--- config.mk ---
export PLATFORM = sky130hd
export DESIGN_NAME = age_dispatch_buf
export DESIGN_NICKNAME = d
export VERILOG_FILES = /design/src/rtl/dbuf_pkg.sv /design/src/rtl/dbuf_occ_fsm.sv /design/src/rtl/dbuf_store.sv /design/src/rtl/dbuf_pick.sv /design/src/rtl/age_dispatch_buf.sv
export SDC_FILE = /design/constraint.sdc
export NUM_CORES = 2
export LEC_CHECK = 0
export ABC_AREA = 1
export CAP_MARGIN = 10
export CORE_MARGIN = 8
export CORE_UTILIZATION = 40
export CTS_BUF_LIST = sky130_fd_sc_hd__clkbuf_8 sky130_fd_sc_hd__clkbuf_16
export CTS_CLUSTER_SIZE = 40
export DETAILED_ROUTE_END_ITERATION = 6
export PLACE_DENSITY = 0.57
export SLEW_MARGIN = 40
export SYNTH_ARGS = -nofsm -noshare
export SYNTH_HDL_FRONTEND = slang
export SYNTH_SLANG_ARGS = --single-unit
--- constraint.sdc ---
create_clock -name clk -period 10.6 [get_ports clk]
set_input_delay 2.12 -clock clk [delete_from_list [all_inputs] [get_ports clk]]
set_output_delay 2.12 -clock clk [all_outputs]
set_load 0.005 [all_outputs]
--- src/rtl/dbuf_pkg.sv ---
package dbuf_pkg;

    typedef enum logic [1:0] {
        OCC_EMPTY  = 2'd0,
        OCC_OPEN   = 2'd1,
        OCC_CHOKED = 2'd2
    } occ_state_e;

endpackage

--- src/rtl/dbuf_occ_fsm.sv ---
module dbuf_occ_fsm
    import dbuf_pkg::*;
#(
    parameter int DEPTH  = 16,
    parameter int ENQ_W  = 4,
    parameter int CNT_W  = 5,
    parameter int IN_CW  = 3,
    parameter int OUT_CW = 2
) (
    input  logic              clk,
    input  logic              rst_n,
    input  logic [IN_CW-1:0]  n_push,
    input  logic [OUT_CW-1:0] n_pop,
    output logic [CNT_W-1:0]  count,
    output occ_state_e        state,
    output logic              map_stall
);
    localparam int LIMIT = DEPTH - ENQ_W;

    logic [CNT_W-1:0] count_d;
    occ_state_e       state_d;

    function automatic occ_state_e classify(input logic [CNT_W-1:0] c);
        if (c == '0)
            return OCC_EMPTY;
        else if (int'(c) > LIMIT)
            return OCC_CHOKED;
        else
            return OCC_OPEN;
    endfunction

    // next occupancy and the state it implies (FILL, CHOKE, RELIEVE, DRAIN)
    always_comb begin
        count_d = CNT_W'(int'(count) + int'(n_push) - int'(n_pop));
        state_d = classify(count_d);
    end

    always_ff @(posedge clk) begin
        if (!rst_n) begin
            count <= '0;
            state <= OCC_EMPTY;
        end else begin
            count <= count_d;
            state <= state_d;
        end
    end

    always_comb begin
        unique case (state)
            OCC_EMPTY:  map_stall = 1'b0;
            OCC_OPEN:   map_stall = 1'b0;
            OCC_CHOKED: map_stall = 1'b1;
            default:    map_stall = 1'b1;
        endcase
    end

    AST_NO_OVERFLOW: assert property (@(posedge clk) disable iff (!rst_n)
        int'(count) <= DEPTH);
    AST_STALL_BLOCKS_FILL: assert property (@(posedge clk) disable iff (!rst_n)
        map_stall |=> count <= $past(count));

endmodule

--- src/rtl/dbuf_store.sv ---
module dbuf_store #(
    parameter int DEPTH  = 16,
    parameter int ENQ_W  = 4,
    parameter int DEQ_W  = 2,
    parameter int NSCHED = 4,
    parameter int DATA_W = 16,
    parameter int AGE_W  = 5,
    parameter int IN_CW  = 3,
    parameter int OUT_CW = 2
) (
    input  logic                          clk,
    input  logic                          rst_n,
    input  logic                          accept,
    input  logic [ENQ_W-1:0]              in_valid,
    input  logic [ENQ_W-1:0][NSCHED-1:0]  in_mask,
    input  logic [ENQ_W-1:0][DATA_W-1:0]  in_data,
    input  logic [OUT_CW-1:0]             n_pop,
    output logic [IN_CW-1:0]              n_push,
    output logic [DEQ_W-1:0][NSCHED-1:0]  pk_mask,
    output logic [DEQ_W-1:0][DATA_W-1:0]  pk_data,
    output logic [DEQ_W-1:0][AGE_W-1:0]   pk_age
);
    localparam int PTR_W = $clog2(DEPTH);

    logic [PTR_W-1:0]  head_q;
    logic [PTR_W-1:0]  tail_q;
    logic [AGE_W-1:0]  age_q;
    logic [NSCHED-1:0] mem_mask [DEPTH];
    logic [DATA_W-1:0] mem_data [DEPTH];
    logic [AGE_W-1:0]  mem_age  [DEPTH];
    logic [IN_CW-1:0]  slot     [ENQ_W];

    // compaction: each valid lane lands after the valid lanes below it
    always_comb begin
        logic [IN_CW-1:0] run;
        run = '0;
        for (int i = 0; i < ENQ_W; i++) begin
            slot[i] = run;
            run     = run + IN_CW'(in_valid[i]);
        end
        n_push = accept ? run : '0;
    end

    always_ff @(posedge clk) begin
        if (!rst_n) begin
            head_q <= '0;
            tail_q <= '0;
            age_q  <= '0;
        end else begin
            head_q <= head_q + PTR_W'(n_pop);
            tail_q <= tail_q + PTR_W'(n_push);
            age_q  <= age_q + AGE_W'(n_push);
        end
    end

    always_ff @(posedge clk) begin
        if (accept) begin
            for (int i = 0; i < ENQ_W; i++) begin
                if (in_valid[i]) begin
                    mem_mask[tail_q + PTR_W'(slot[i])] <= in_mask[i];
                    mem_data[tail_q + PTR_W'(slot[i])] <= in_data[i];
                    mem_age[tail_q + PTR_W'(slot[i])]  <= age_q + AGE_W'(slot[i]);
                end
            end
        end
    end

    always_comb begin
        for (int k = 0; k < DEQ_W; k++) begin
            pk_mask[k] = mem_mask[head_q + PTR_W'(k)];
            pk_data[k] = mem_data[head_q + PTR_W'(k)];
            pk_age[k]  = mem_age[head_q + PTR_W'(k)];
        end
    end

endmodule

--- src/rtl/dbuf_pick.sv ---
module dbuf_pick #(
    parameter int DEQ_W  = 2,
    parameter int NSCHED = 4,
    parameter int SP_W   = 2,
    parameter int SEL_W  = 2,
    parameter int AGE_W  = 5,
    parameter int OUT_CW = 2
) (
    input  logic                          clk,
    input  logic                          rst_n,
    input  logic [DEQ_W-1:0]              cand_valid,
    input  logic [DEQ_W-1:0][NSCHED-1:0]  cand_mask,
    input  logic [DEQ_W-1:0][AGE_W-1:0]   cand_age,
    input  logic [NSCHED-1:0][SP_W-1:0]   sched_space,
    output logic [DEQ_W-1:0]              go,
    output logic [DEQ_W-1:0][SEL_W-1:0]  sel,
    output logic [OUT_CW-1:0]             n_pop
);
    logic [NSCHED-1:0][DEQ_W-1:0] hit;

    // strict oldest-first: a lane moves only if every older lane moved
    always_comb begin
        int  rem [NSCHED];
        int  pick;
        logic chain;
        chain = 1'b1;
        for (int s = 0; s < NSCHED; s++) rem[s] = int'(sched_space[s]);
        for (int k = 0; k < DEQ_W; k++) begin
            go[k]  = 1'b0;
            sel[k] = '0;
            pick   = -1;
            if (chain && cand_valid[k]) begin
                for (int s = 0; s < NSCHED; s++) begin
                    if (pick < 0 && cand_mask[k][s] && rem[s] > 0) pick = s;
                end
            end
            if (pick >= 0) begin
                go[k]     = 1'b1;
                sel[k]    = SEL_W'(pick);
                rem[pick] = rem[pick] - 1;
            end
            chain = go[k];
        end
        n_pop = OUT_CW'($countones(go));
    end

    always_comb begin
        for (int s = 0; s < NSCHED; s++)
            for (int k = 0; k < DEQ_W; k++)
                hit[s][k] = go[k] && (int'(sel[k]) == s);
    end

    for (genvar s = 0; s < NSCHED; s++) begin : g_space_chk
        AST_SPACE_RESPECT: assert property (@(posedge clk) disable iff (!rst_n)
            $countones(hit[s]) <= int'(sched_space[s]));
    end

    for (genvar k = 1; k < DEQ_W; k++) begin : g_age_chk
        AST_AGE_CONTIG: assert property (@(posedge clk) disable iff (!rst_n)
            go[k] |-> cand_age[k] == cand_age[k-1] + AGE_W'(1));
    end

endmodule

--- src/rtl/age_dispatch_buf.sv ---
module age_dispatch_buf
    import dbuf_pkg::*;
#(
    parameter  int DEPTH  = 16,
    parameter  int ENQ_W  = 4,
    parameter  int DEQ_W  = 2,
    parameter  int NSCHED = 4,
    parameter  int DATA_W = 16,
    parameter  int SP_W   = 2,
    localparam int AGE_W  = $clog2(DEPTH) + 1,
    localparam int SEL_W  = (NSCHED > 1) ? $clog2(NSCHED) : 1
) (
    input  logic                          clk,
    input  logic                          rst_n,
    input  logic [ENQ_W-1:0]              map_valid,
    input  logic [ENQ_W-1:0][NSCHED-1:0]  map_mask,
    input  logic [ENQ_W-1:0][DATA_W-1:0]  map_data,
    output logic                          map_stall,
    input  logic [NSCHED-1:0][SP_W-1:0]   sched_space,
    output logic [DEQ_W-1:0]              iss_valid,
    output logic [DEQ_W-1:0][SEL_W-1:0]   iss_sched,
    output logic [DEQ_W-1:0][DATA_W-1:0]  iss_data,
    output logic [DEQ_W-1:0][AGE_W-1:0]   iss_age
);
    localparam int CNT_W  = $clog2(DEPTH + 1);
    localparam int IN_CW  = $clog2(ENQ_W + 1);
    localparam int OUT_CW = $clog2(DEQ_W + 1);

    logic [CNT_W-1:0]             count;
    occ_state_e                   occ_state;
    logic [IN_CW-1:0]             n_push;
    logic [OUT_CW-1:0]            n_pop;
    logic [DEQ_W-1:0]             cand_valid;
    logic [DEQ_W-1:0][NSCHED-1:0] pk_mask;
    logic [DEQ_W-1:0][AGE_W-1:0]  pk_age;

    dbuf_occ_fsm #(
        .DEPTH(DEPTH), .ENQ_W(ENQ_W), .CNT_W(CNT_W),
        .IN_CW(IN_CW), .OUT_CW(OUT_CW)
    ) occ_i (
        .clk(clk), .rst_n(rst_n), .n_push(n_push), .n_pop(n_pop),
        .count(count), .state(occ_state), .map_stall(map_stall)
    );

    dbuf_store #(
        .DEPTH(DEPTH), .ENQ_W(ENQ_W), .DEQ_W(DEQ_W), .NSCHED(NSCHED),
        .DATA_W(DATA_W), .AGE_W(AGE_W), .IN_CW(IN_CW), .OUT_CW(OUT_CW)
    ) store_i (
        .clk(clk), .rst_n(rst_n), .accept(!map_stall),
        .in_valid(map_valid), .in_mask(map_mask), .in_data(map_data),
        .n_pop(n_pop), .n_push(n_push),
        .pk_mask(pk_mask), .pk_data(iss_data), .pk_age(pk_age)
    );

    always_comb begin
        for (int k = 0; k < DEQ_W; k++) cand_valid[k] = int'(count) > k;
    end

    dbuf_pick #(
        .DEQ_W(DEQ_W), .NSCHED(NSCHED), .SP_W(SP_W), .SEL_W(SEL_W),
        .AGE_W(AGE_W), .OUT_CW(OUT_CW)
    ) pick_i (
        .clk(clk), .rst_n(rst_n), .cand_valid(cand_valid),
        .cand_mask(pk_mask), .cand_age(pk_age), .sched_space(sched_space),
        .go(iss_valid), .sel(iss_sched), .n_pop(n_pop)
    );

    assign iss_age = pk_age;

    AST_EMPTY_SILENT: assert property (@(posedge clk) disable iff (!rst_n)
        occ_state == OCC_EMPTY |-> iss_valid == '0);
    AST_HEAD_FIRST: assert property (@(posedge clk) disable iff (!rst_n)
        iss_valid != '0 |-> iss_valid[0]);
    AST_HEAD_HOLD: assert property (@(posedge clk) disable iff (!rst_n)
        (count != '0 && !iss_valid[0]) |=> pk_age[0] == $past(pk_age[0]));

endmodule

==> impl_metrics.yaml <==
outcome:
  status: "finished clean"
global_routing:
  use_met3: 0.102
  grt_max_degree: 213
  grt_pass1_wl_mm: 241
  grt_overflow: 0
  grt_pass1_vias: 33232
  top_usage_layer: "met2"
  grt_use_met2: 0.508
  grt_util_all_layers: 0.346
  antenna_found_initial: 14
  met1_usage: 0.459
setup_path:
  worstReg2RegStart: "store_i.head_q[1]"
  cp_slowest_stage_delay_ns: 0.53
  cp.required_ns: 8.48
  crit_type: "in -> out"
  regToRegSetupSlack_ns: 4.44
  r2r_cells: 17
  cp_common_cell: "inv_1"
  critPathSlowestCell: "clkdlybuf4s50_1"
  crit_buf_inv: 6
  worst-endpoint-arrival_ns: 5.32
  path_cells: "clkdlybuf4s50_1, or2_2, nand3_2, nand2_1, nand2_4, nand2_4, nand2_2, inv_1, a221oi_1, ha_1, inv_1, nand2_1, nand3_1, nand3_1, nand2_2, inv_1, nand3_2, nand2_2, inv_1, clkdlybuf4s50_1"
  start_kind: "input pin"
  cp_max_fo: 6
  rr_endpoint: "occ_i.state[1]"
  end_kind: "output pin"
  crit_family: "simple AND/OR/NAND/NOR gates"
floorplanning:
  core_um2: 83600
  start_util: 0.403
  die_x_um: 306
  placementRows: 106
  dieHeight_um: 306
  die_area_um2: 93700
  ioPinCount: 143
routing:
  wl_mm: 169
  drcViolationCount: 0
  drt_iter0_drc: 5812
  routedWlPerCell_um: 30.1
  drtAntennaViolNets: 0
  drtPass1Iterations: 6
  vias: 37109
  viasPerCell: 6.62
timing:
  hold_viol: 0
  finalSetupViolations: 0
  clock_skew_ns: 0.0222
  relSlewSlack: 0.369
  slew_viol_final: 0
  finalSetupTns_ns: 0
  hold-worst-slack_ns: 0.634
  worstMarginPinSlew_ns: 0.943
  fmax_ghz: 0.134
  timing.final.crit_share: 0.702
  fin_crit_ns: 7.44
  grt_setup_unrepaired: "false"
power:
  leakage_nw: 13.8
  p_per_area_nw_per_um2: 298
  ir_drop_uv: 190
clock_network:
  hold_buffers: 0
  h-tree-depth: 2
  root_buffer: "clkbuf_16"
  cts.clk_slew.worst_paths_ns: 0.06
  cts_max_path_buffers: 3
  tritoncts: "built"
  numCtsBuffers: 53
  worstSkewPairLatency_ns: 0.63
  cts_setup_buffers: 0
  cts_resized: 0
  cts_sinks: 419
synth:
  yosysTopAreaCellShare: 0.357
  yosys_register_bits: 419
  ys_warn_count: 0
  syn_nets: 4866
  ys_seq_area_frac: 0.368
  yosysTopAreaCell: "edfxtp_1"
  ys_async_sr_fraction: 0
  ys_types: 46
  synth_area_um2: 33700
  synth-edff-count: 400
  synth_cells: 4725
  syn_avg_cell_area_um2: 7.13
  synthTopCellsByArea: "edfxtp_1 36%, o21ai_0 11%, nand2_1 10%"
  synthFlopType: "edfxtp_1"
place:
  gp_congestion: 0.943
  dp_cells: 5494
  dp_hpwl_mm: 100
  io_buffers: 142
min_path:
  min_to: "occ_i.count[0]"
  min_path_cells: 3
  hold_path.class: "reg -> reg"
  worstHoldStart: "occ_i.count[0]"
layout:
  nets: 4611
  fin_cells: 5603
  syn_to_final_growth_pct: 10.4
  final_common_cell: "nand2_1"
  final_cell_mix: "903 x nand2_1, 752 x o21ai_0, 493 x nand3_1"
  fin_util: 0.445
  drive_gt1_frac: 0.0645
job:
  drv_cap: 0
-- cell usage after synthesis (5+ instances only) --
master,n
o31ai_1,12
nand2_2,7
edfxtp_1,400
a22oi_1,12
nand3_1,493
nand2_1,909
o2111ai_1,16
a211oi_1,11
xor2_1,14
o21ai_1,15
nor2_2,5
buf_4,10
a31oi_1,22
o22ai_1,26
o211ai_1,419
buf_1,116
o32ai_1,15
fa_1,11
nor2_1,228
a21oi_1,350
o21ai_0,752
dfxtp_1,19
ha_1,36
inv_2,13
clkbuf_1,314
buf_2,105
nor3_1,48
inv_1,289
o221ai_1,16
buf_6,10
-- metal layers --
layer  vias up  wire length [um]  part of all wire
li1      16246                 -                 -
met1     17316             63700              0.38
met2      2933             70300              0.42
met3       602             24700              0.15
met4        12              9990             0.059
met5         -                74           0.00044
-- state kept, by name, indices dropped and copies added, names as in the netlist --
signal,cells
store_i.mem_age,80
store_i.mem_data,256
store_i.head_q,4
store_i.mem_mask,64
store_i.tail_q,4
store_i.age_q,5
occ_i.count,5
occ_i.state,1
-- worst max path at each step --
| stage | from | endpoint | slack [ns] | cells past startpoint |
|---|---|---|---|---|
| 6_report | sched_space[2] | iss_valid[1] | 3.16 | 20 |
| 5_1_grt | sched_space[2] | iss_valid[1] | 2.99 | 20 |
| 4_1_cts | sched_space[2] | iss_valid[1] | 3.18 | 20 |
| 3_5_place_dp | sched_space[2] | iss_valid[1] | 3.21 | 20 |
| 3_3_place_gp | sched_space[2] | iss_valid[1] | 3.16 | 20 |
| 2_1_floorplan | sched_space[2] | iss_sched[2] | 4.44 | 18 |
-- per-stage QoR --
stage,total power [mW],instance area [um^2],setup slack (ns)
2_1_floorplan,6.33,33700,4.44
3_3_place_gp,8.99,35300,3.16
3_5_place_dp,9.08,35500,3.21
4_1_cts,10.8,37100,3.18
5_1_grt,11.6,37200,2.99
6_report,11.1,37200,3.16
-- power by group --
group	leakage, nW	switching (mW)	internal (mW)
clock	0.836	0.797	0.978
combinational	9.18	4.56	2.08
sequential	3.83	0.214	2.43
-- layout make-up --
type,count,area [um^2]
Clock buffer,53,1330
Sequential cell,419,12400
Multi-Input combinational cell,3444,18300
Inverter,307,1190
Tap cell,1080,1350
Clock inverter,46,300
Fill cell,8331,46400
Timing Repair Buffer,245,2270
Antenna cell,9,22.5
-- cell families (layout without fill, tap and decap cells) --
group,count (synthesis),after routing,share of synthesized area
DFF,419,419,0.368
xor gates and xnor gates,20,20,0.00565
buffers and inverters,862,651,0.103
other,0,9,0
AOI/OAI and AO/OA,1675,1675,0.291
adders and majority gates,47,47,0.0199
and+or+nand+nor,1702,1702,0.212
-- worst min-delay path: cells and delay by family, from the launching register on --
kind,cells,cell delay (ns)
flops,1,0.36
buf+inv,1,0.04
fa+ha+maj,1,0.16
simple gates,1,0.05
No activity file was read; power rests on OpenSTA's default activity.
